## src/rtl/bypass_pkg.sv

```systemverilog
package bypass_pkg;

    // Encoding of the operand select.
    typedef enum logic [1:0] {
        SRC_XM  = 2'd0,
        SRC_MW  = 2'd1,
        SRC_RF  = 2'd2,
        SRC_RSV = 2'd3
    } fwd_src_e;

endpackage

```

## src/rtl/fwd_match.sv

```systemverilog
module fwd_match #(
    parameter int REG_AW = 5
) (
    input  logic [REG_AW-1:0] src,
    input  logic [REG_AW-1:0] rd,
    input  logic              wen,
    output logic              hit
);
    localparam logic [REG_AW-1:0] ZERO_REG = '0;

    always_comb begin
        hit = wen && (rd != ZERO_REG) && (rd == src);
    end
endmodule

```

## src/rtl/fwd_prio.sv

```systemverilog
module fwd_prio
    import bypass_pkg::*;
#(
    parameter bit USE_NEAR = 1'b1
) (
    input  logic     hit_near,
    input  logic     hit_far,
    output fwd_src_e sel
);
    generate
        if (USE_NEAR) begin : g_two_level
            always_comb begin
                if (hit_near)     sel = SRC_XM;
                else if (hit_far) sel = SRC_MW;
                else              sel = SRC_RF;
            end
        end else begin : g_far_only
            logic unused_near;
            assign unused_near = hit_near;
            always_comb begin
                sel = hit_far ? SRC_MW : SRC_RF;
            end
        end
    endgenerate
endmodule

```

## src/rtl/fwd_mux.sv

```systemverilog
module fwd_mux
    import bypass_pkg::*;
#(
    parameter int XLEN = 32
) (
    input  fwd_src_e          sel,
    input  logic [XLEN-1:0]   xm_val,
    input  logic [XLEN-1:0]   mw_val,
    input  logic [XLEN-1:0]   rf_val,
    output logic [XLEN-1:0]   out
);
    always_comb begin
        unique case (sel)
            SRC_XM:  out = xm_val;
            SRC_MW:  out = mw_val;
            default: out = rf_val;
        endcase
    end
endmodule

```

## src/rtl/bypass_ctrl.sv

```systemverilog
module bypass_ctrl
    import bypass_pkg::*;
#(
    parameter int REG_AW = 5,
    parameter int XLEN   = 32
) (
    input  logic [REG_AW-1:0] dx_rs1,
    input  logic [REG_AW-1:0] dx_rs2,
    input  logic [REG_AW-1:0] xm_st_src,
    input  logic [REG_AW-1:0] xm_rd,
    input  logic              xm_wen,
    input  logic [REG_AW-1:0] mw_rd,
    input  logic              mw_wen,
    input  logic [XLEN-1:0]   xm_result,
    input  logic [XLEN-1:0]   mw_result,
    input  logic [XLEN-1:0]   rf_a,
    input  logic [XLEN-1:0]   rf_b,
    input  logic [XLEN-1:0]   xm_st_val,
    output logic [1:0]        alu_a_sel,
    output logic [1:0]        alu_b_sel,
    output logic [1:0]        st_sel,
    output logic [XLEN-1:0]   alu_a,
    output logic [XLEN-1:0]   alu_b,
    output logic [XLEN-1:0]   st_data
);
    localparam int N_ALU = 2;

    logic [REG_AW-1:0] alu_src  [N_ALU];
    logic [XLEN-1:0]   alu_rf   [N_ALU];
    fwd_src_e          alu_sel_d[N_ALU];
    logic [XLEN-1:0]   alu_val_d[N_ALU];

    assign alu_src[0] = dx_rs1;
    assign alu_src[1] = dx_rs2;
    assign alu_rf[0]  = rf_a;
    assign alu_rf[1]  = rf_b;

    // One forwarding lane per ALU input: near (X/M) beats far (M/W).
    generate
        for (genvar k = 0; k < N_ALU; k++) begin : g_alu
            logic hit_xm;
            logic hit_mw;

            fwd_match #(.REG_AW(REG_AW)) u_m_xm (
                .src(alu_src[k]), .rd(xm_rd), .wen(xm_wen), .hit(hit_xm)
            );
            fwd_match #(.REG_AW(REG_AW)) u_m_mw (
                .src(alu_src[k]), .rd(mw_rd), .wen(mw_wen), .hit(hit_mw)
            );
            fwd_prio #(.USE_NEAR(1'b1)) u_prio (
                .hit_near(hit_xm), .hit_far(hit_mw), .sel(alu_sel_d[k])
            );
            fwd_mux #(.XLEN(XLEN)) u_mux (
                .sel(alu_sel_d[k]), .xm_val(xm_result), .mw_val(mw_result),
                .rf_val(alu_rf[k]), .out(alu_val_d[k])
            );
        end
    endgenerate

    // Store-data lane: only the M/W producer may feed it.
    logic     st_hit_mw;
    fwd_src_e st_sel_d;

    fwd_match #(.REG_AW(REG_AW)) u_st_match (
        .src(xm_st_src), .rd(mw_rd), .wen(mw_wen), .hit(st_hit_mw)
    );
    fwd_prio #(.USE_NEAR(1'b0)) u_st_prio (
        .hit_near(1'b0), .hit_far(st_hit_mw), .sel(st_sel_d)
    );
    fwd_mux #(.XLEN(XLEN)) u_st_mux (
        .sel(st_sel_d), .xm_val(xm_st_val), .mw_val(mw_result),
        .rf_val(xm_st_val), .out(st_data)
    );

    assign alu_a_sel = alu_sel_d[0];
    assign alu_b_sel = alu_sel_d[1];
    assign st_sel    = st_sel_d;
    assign alu_a     = alu_val_d[0];
    assign alu_b     = alu_val_d[1];
endmodule

```

## config.mk

```make
export PLATFORM = sky130hd
export DESIGN_NAME = bypass_ctrl
export DESIGN_NICKNAME = d
export VERILOG_FILES = /design/src/rtl/bypass_pkg.sv /design/src/rtl/fwd_match.sv /design/src/rtl/fwd_prio.sv /design/src/rtl/fwd_mux.sv /design/src/rtl/bypass_ctrl.sv
export SDC_FILE = /design/constraint.sdc
export NUM_CORES = 1
export LEC_CHECK = 0
export BUFFER_PORTS_ARGS = -buffer_cell sky130_fd_sc_hd__buf_2
export CORE_AREA = 4 4 111 113
export DETAILED_ROUTE_END_ITERATION = 10
export DIE_AREA = 0 0 115 117
export MAX_ROUTING_LAYER = met4
export PLACE_DENSITY_LB_ADDON = 0.2
export RECOVER_POWER = 25
export SLEW_MARGIN = 0
export SYNTH_ARGS = -nofsm -noshare
export SYNTH_HDL_FRONTEND = slang
export SYNTH_SLANG_ARGS = --single-unit
```

## constraint.sdc

```tcl
create_clock -name vclk -period 3.4
set_input_delay 0.17 -clock vclk [all_inputs]
set_output_delay 0.17 -clock vclk [all_outputs]
set_load 0.02 [all_outputs]
```

== Word-level counts from Yosys, hierarchy flattened ==
Cells that the tools add are included.
Word-level totals
  output and inout bits: 102
  bits in registers: 0
  bits of input ports: 187
Cells by class
  equality and inequality tests: 8
  reductions and logical operators: 11
  multiplexer cells: 8
Operator list (count)
  $pmux W32 S2: 2
  $mux W32: 1
  $eq A5 B5 Y1: 5
  $mux W2: 5
  $reduce_bool A5 Y1: 2
  $logic_and A1 B1 Y1: 7
  $eq A2 B1 Y1 const B: 3
  $logic_not A2 Y1: 2

== Logic depth before layout (Yosys ltp) ==
Gate-level depths: netlist (run 1).
  depth in word-level cells: 7
  gate-level depth with buffers: 7
  depth with buffers taken out: 4

== Modules after synthesis ==
A second synthesis (run 1) with hierarchy kept.
Second synthesis, totals
  cells, all modules: 378
  area, all modules: 2575.0 µm²
By module, submodules not included
  fwd_mux: area each 714.4 µm², cells an instance 107, times used 3
  fwd_match: area each 76.3 µm², cells an instance 10, times used 5
  fwd_prio (g_alu[0].u_prio ...): area each 17.5 µm², cells an instance 2, times used 2
  fwd_prio (u_st_prio): area each 11.3 µm², cells an instance 2, times used 1
  bypass_ctrl: area each 3.8 µm², cells an instance 1, times used 1

== Worst setup path after synthesis (run 1) ==
No wires, ideal clock.
  kind: input port to output port
  start: input port mw_rd[0]
  end: output port alu_a[14]
  arrival time: 1685 ps
  stages: 6
  path slack: 1545 ps
  data required time: 3230 ps
  cells stage by stage: or4_4 > o21ai_4 > buf_6 > buf_6 > o31ai_1 > a31oi_1
Between the ends
  cells in the longest elaborated chain, start to end: 7
Ends and longest elaborated chain
  start, declared: line bypass_ctrl.sv:12  | input logic [REG_AW-1:0] mw_rd,
  $reduce_bool A5 Y1: line fwd_match.sv:12  | hit = wen && (rd != ZERO_REG) && (rd == src);
  $logic_and A1 B1 Y1: line fwd_match.sv:12
  $logic_and A1 B1 Y1 *: line fwd_match.sv:12
  $mux W2 *: line fwd_prio.sv:14  | else if (hit_far) sel = SRC_MW;
  $mux W2 *: line fwd_prio.sv:13  | if (hit_near) sel = SRC_XM;
  $eq A2 B1 Y1 or $logic_not A2 Y1 (tied branches): line fwd_mux.sv:13  | unique case (sel)
  $pmux W32 S2 *: line fwd_mux.sv:13
  end, declared: line bypass_ctrl.sv:22  | output logic [XLEN-1:0] alu_a,
Every way passes the cells marked *; elsewhere a longest branch is shown, timed or not.

== Worst setup path after layout (run 1) ==
  start: input port xm_rd[0]
  end: output port alu_a_sel[1]
Between the ends
  cells in the longest elaborated chain, start to end: 4
Ends and longest elaborated chain
  start, declared: line bypass_ctrl.sv:10  | input logic [REG_AW-1:0] xm_rd,
  $reduce_bool A5 Y1: line fwd_match.sv:12
  $logic_and A1 B1 Y1: line fwd_match.sv:12
  $logic_and A1 B1 Y1 *: line fwd_match.sv:12
  $mux W2 *: line fwd_prio.sv:13
  end, declared: line bypass_ctrl.sv:19  | output logic [1:0] alu_a_sel,
Marked as above.

==> results of run 1 <==
[final cells by class]
class / count / area [µm²]
repair buffers: 305 / 1570
multi-input cells: 339 / 2510
well taps: 143 / 179
inverters: 1 / 3.75
fillers: 1235 / 7060
[worst paths after layout]
path	cells past startpoint	slack, ns	to
hold / removal	3	0.68	st_data[7]
setup / recovery	7	0.57	alu_a_sel[1]
[per-layer routing]
layer  vias to the layer above  wire length, µm  global-route usage [%]  share of wire, %
met5                         -                0                       -                 0
met4                         0              342                    4.38               2.0
met3                        38             1730                    3.86                10
met2                       340             8330                    40.7                49
met1                      2161             6640                    28.6                39
li1                       2143                -                       -                 -
[power by group]
| group | internal, µW | switching (µW) | leakage [µW] | total [µW] |
|---|---|---|---|---|
| Sequential | 0 | 0 | 0 | 0 |
| Combinational | 243 | 455 | 0.00175 | 698 |
| Clock | 0 | 0 | 0 | 0 |
[through the flow]
| step | total power (µW) | instance area, µm² | util (%) | std cells | hold WS, ns |
|---|---|---|---|---|---|
| 2_1_floorplan | 395 | 2840 | - | 407 | 0.499 |
| 3_3_place_gp | 691 | 4290 | 37.9 | 788 | 0.683 |
| 3_5_place_dp | 696 | 4290 | 37.9 | 788 | 0.685 |
| 4_1_cts | 697 | 4290 | 37.9 | 788 | 0.685 |
| 5_1_grt | 742 | 4260 | 37.6 | 788 | 0.693 |
| 6_report | 698 | 4260 | 37.6 | 788 | 0.682 |
[critical path, stage by stage]
cell      delay (ns)
buf_2           0.12
or4_1           0.64
o211ai_4        0.20
or2_0           0.92
buf_12          0.25
nor2b_1         0.16
buf_2           0.18
[Yosys cell counts, drive strengths merged]
master and number:
a31oi 64, and2 2, buf 33, clkbuf 34, inv 1, mux2 32, nand3 1, nand4 66
nor2 2, nor2b 2, nor3 68, nor4 1, o211ai 2, o21a 1, o21ai 1, o31ai 64
or2 4, or3 2, or4 2, xnor2 13, xor2 12
[kinds of logic after synthesis]
logic type	after synthesis	synth area share, %
multiplexers	32	16.4
XOR/XNOR	25	7.71
buffers and inverters	68	12.6
AO/OA/AOI/OAI	132	32.7
AND/OR/NAND/NOR	150	30.6
==> metrics.txt, run 1 <==
I/O pins=~290; worst setup margin=around 0.57 ns; setup violators final=0; status=finished clean; dominant cell type by area after synthesis=o31ai_1; Hold Path Class=input pin to output port; hold_buf cts=0; Max Fclk=around 0.35 GHz; CP startpoint kind=input pin; Max Cap Viol=0; Worst EP required=about 3.2 ns; post-route setup TNS=0 ns; Final ANT Viol Nets=0; cell count after synthesis=around 410; Starting Density=~25%; core area=between 10000 and 15000 µm²; largest net degree at the start of global routing=65; Avg Synthesized Cell Area=around 7 µm²; die area=roughly 13000 µm²; antenna violations before repair=0; Slew HR=between 10% and 20%; crit share post-route=a little over four fifths; Yosys top cell area share=between 10% and 20%; Final Hold Fails=0; Hold Startpoint=xm_st_val[7]; count of cell types in the netlist=27; CP startpoint=xm_rd[0]; final-layout clock buffer total=0; vias in the first global route=around 4.5k; die width=about 120 µm; Post-CTS Resized=0; CP Max Fanout=20; via count=~4.7k; vias per cell=between 5 and 6; Setup WS pre-CTS=0.847 ns; fraction of layout cells with a size suffix above 1=roughly 51%; total setup buffers inserted after CTS=0; worst slew pin tran=around 1.3 ns; first-pass GRT wire length=24500 µm; Die Y=117 µm; fin nets=~830; Worst EP arrival=2.66 ns; port bufs=289; synthesis-to-layout area growth=50.1%; Tmin final=between 2 and 3 ns; Worst Setup Path Type=input pin to output port; site row count=39; yosys warns=0; most frequent cells in the layout=buf_2 (271), nor3_1 (66), nand4_1 (66); sequential area share after synthesis=0%; routed wire length=17000 µm; commonest non-fill, non-tap cell in the layout=buf_2; ANT cells=0; DP HPWL=between 10000 and 15000 µm; routability congestion estimate from global placement=between 0.8 and 0.9; post-synth net total=approximately 600; drt pass-1 iters=6; Avg WL per Cell=21.6 µm; CP Capture Type=output port; Tot GR Track Use=23.3%; Iteration-0 DRC Markers=around 490; fin. max-slew vios=0; Leak Pwr=approximately 0.0017 µW; top cells by area, synth=o31ai_1 (17%), mux2_4 (15%), nand4_1 (15%); ratio of total power to cell area=around 160 nW/µm²; drt drc=0; flip-flop and latch count=0; grt total ovfl=0; Worst IR Drop VDD=between 100 and 150 µV; RSZ-0062 raised after global routing=no; Storage cell area=0 µm²; Mapped Area=~2800 µm²
Power figures use the tool's default switching activity.
==> inputs of run 2 (changes only) <==
==> constraint.sdc (replaced) <==
create_clock -name vclk -period 2.6
set_input_delay 0.13 -clock vclk [all_inputs]
set_output_delay 0.13 -clock vclk [all_outputs]
set_load 0.02 [all_outputs]
==> run 2 against run 1 <==
Worst hold slack lost 0.091 ns. Critical path depth stayed put. Sequential share of layout area is the same. Non-clock buffer count grew 8. First-iteration DRC count up 13%. Largest power group unchanged. Setup slack lost 0.27 ns. Die area did not move. Utilization is 0.088 points higher. Clock-buffer cell count is the same. Wire length increased by 1.0%. Global-route usage rose by 0.11 points. Final cell count grew 1.0%.
==> metrics.txt, run 2 (synthesized netlist as in run 1, its figures left out) <==
status=finished clean (unchanged); fin. max-slew vios=0 (unchanged); via count=4796 (was 4682); Post-CTS Resized=0 (unchanged); synthesis-to-layout area growth=50.4% (was 50.1%); met3 Usage GRT=4.42% (was 3.86%); Die Y=117 µm (unchanged); CP startpoint kind=input pin (unchanged); site row count=39 (unchanged); Final Hold Fails=0 (unchanged); Worst IR Drop VDD=140 µV (was 131 µV); die width=115 µm (unchanged); port bufs=289 (unchanged); Storage cell area=0 µm² (unchanged); Worst Setup Path Type=input pin to output port (unchanged); fraction of layout cells with a size suffix above 1=51.3% (about the same); commonest non-fill, non-tap cell in the layout=buf_2 (unchanged); I/O pins=289 (unchanged); Max Fclk=approximately 0.43 GHz; post-route setup TNS=0 ns (unchanged); routing usage on met2=41.2% (was 40.7%); Hold Path Class=input pin to output port (unchanged); CP Capture Type=output port (unchanged); CP Max Fanout=19 (was 20); Starting Density=25.1% (unchanged); drt pass-1 iters=6 (unchanged); DP HPWL=13100 µm (was 12600 µm); ratio of total power to cell area=215 nW/µm² (was 164 nW/µm²); Leak Pwr=0.00176 µW (was 0.00175 µW); Final Power=916 µW (was 698 µW); worst slew pin tran=0.804 ns (was 1.29 ns); CP endpoint=st_data[21] (was alu_a_sel[1]); Worst EP arrival=2.18 ns (was 2.66 ns); total setup buffers inserted after CTS=0 (unchanged); met1 usage=27.9% (was 28.6%); Tot GR Track Use=23.4% (was 23.3%); Slew HR=46.4% (was 14.2%); setup violators final=0 (unchanged); Inst Count DP=796 (was 788); routability congestion estimate from global placement=0.902 (was 0.879); vias in the first global route=4619 (was 4540); final-layout clock buffer total=0 (unchanged); first-pass GRT wire length=24500 µm (about the same); Iteration-0 DRC Markers=549 (was 485); CP startpoint=mw_rd[0] (was xm_rd[0]); routed wire length=17200 µm (was 17000 µm); ANT cells=0 (unchanged); Tmin final=2.31 ns; flip-flop and latch count=0 (unchanged); largest net degree at the start of global routing=37 (was 65); RSZ-0062 raised after global routing=no (unchanged); multi-input logic area=2480 µm² (was 2510 µm²); cell depth of the worst hold path=3 (unchanged); Final Instance Area=4270 µm² (was 4260 µm²); Avg WL per Cell=21.6 µm (about the same); hold_buf cts=0 (unchanged); core area=11300 µm² (unchanged); antenna violations before repair=0 (unchanged); GRT Max-Usage Layer=met2 (unchanged); crit share post-route=about nine tenths; Post-Layout Cell Count=796 (was 788); vias per cell=6.03 (was 5.94); fin nets=842 (was 834); Placed Instance Area=4330 µm² (was 4290 µm²); Final ANT Viol Nets=0 (unchanged); drt drc=0 (unchanged); die area=13500 µm² (unchanged); Worst EP required=2.47 ns (was 3.23 ns); most frequent cells in the layout=buf_2 (277), nor3_1 (66), nand4_1 (66) (was buf_2 (271), nor3_1 (66), nand4_1 (66)); Max Cap Viol=0 (unchanged); grt total ovfl=0 (unchanged); Fillers=1288 (was 1235)
==> run 2: stage by stage <==
stage | hold slack, ns | utilization [%] | setup slack [ns]
after detailed placement | 0.605 | 38.2 | 0.380
final | 0.590 | 37.7 | 0.292
after global routing | 0.607 | 37.7 | 0.194
after global placement | 0.604 | 38.2 | 0.371
after floorplan | 0.419 | - | 0.825
after CTS | 0.604 | 38.2 | 0.380
==> run 2: layout make-up <==
class / instances / share of cell area, %
inverters: 1 / 0.0879
multi-input cells: 339 / 58.0
well taps: 143 / 4.19
repair buffers: 313 / 37.7
==> run 2: worst min path at each step <==
stage	from	endpoint	slack (ns)
final	xm_st_val[11]	st_data[11]	0.59
after floorplan	mw_result[10]	st_data[10]	0.42
after global placement	xm_st_val[7]	st_data[7]	0.60
after CTS	xm_st_val[8]	st_data[8]	0.60
after detailed placement	xm_st_val[8]	st_data[8]	0.60
after global routing	xm_st_val[21]	st_data[21]	0.61
==> run 2: metal layers <==
metal / vias to the layer above / share of wire (%)
li1: 2167 / -
met4: 0 / 1.8
met2: 366 / 49
met5: - / 0
met1: 2226 / 38
met3: 37 / 11
==> run 2: worst max-delay path, cell delays in order <==
cell and delay, ns:
buf_2 0.14, or4_1 0.59, o21ai_4 0.21, nor4_4 0.07
clkbuf_2 0.41, mux2_1 0.45, buf_2 0.16
==> run 2: power by group <==
part,switching (µW),leakage (µW),internal (µW)
combinational,596,0.00176,320
clock,0,0,0
sequential,0,0,0
total,596,0.00176,320
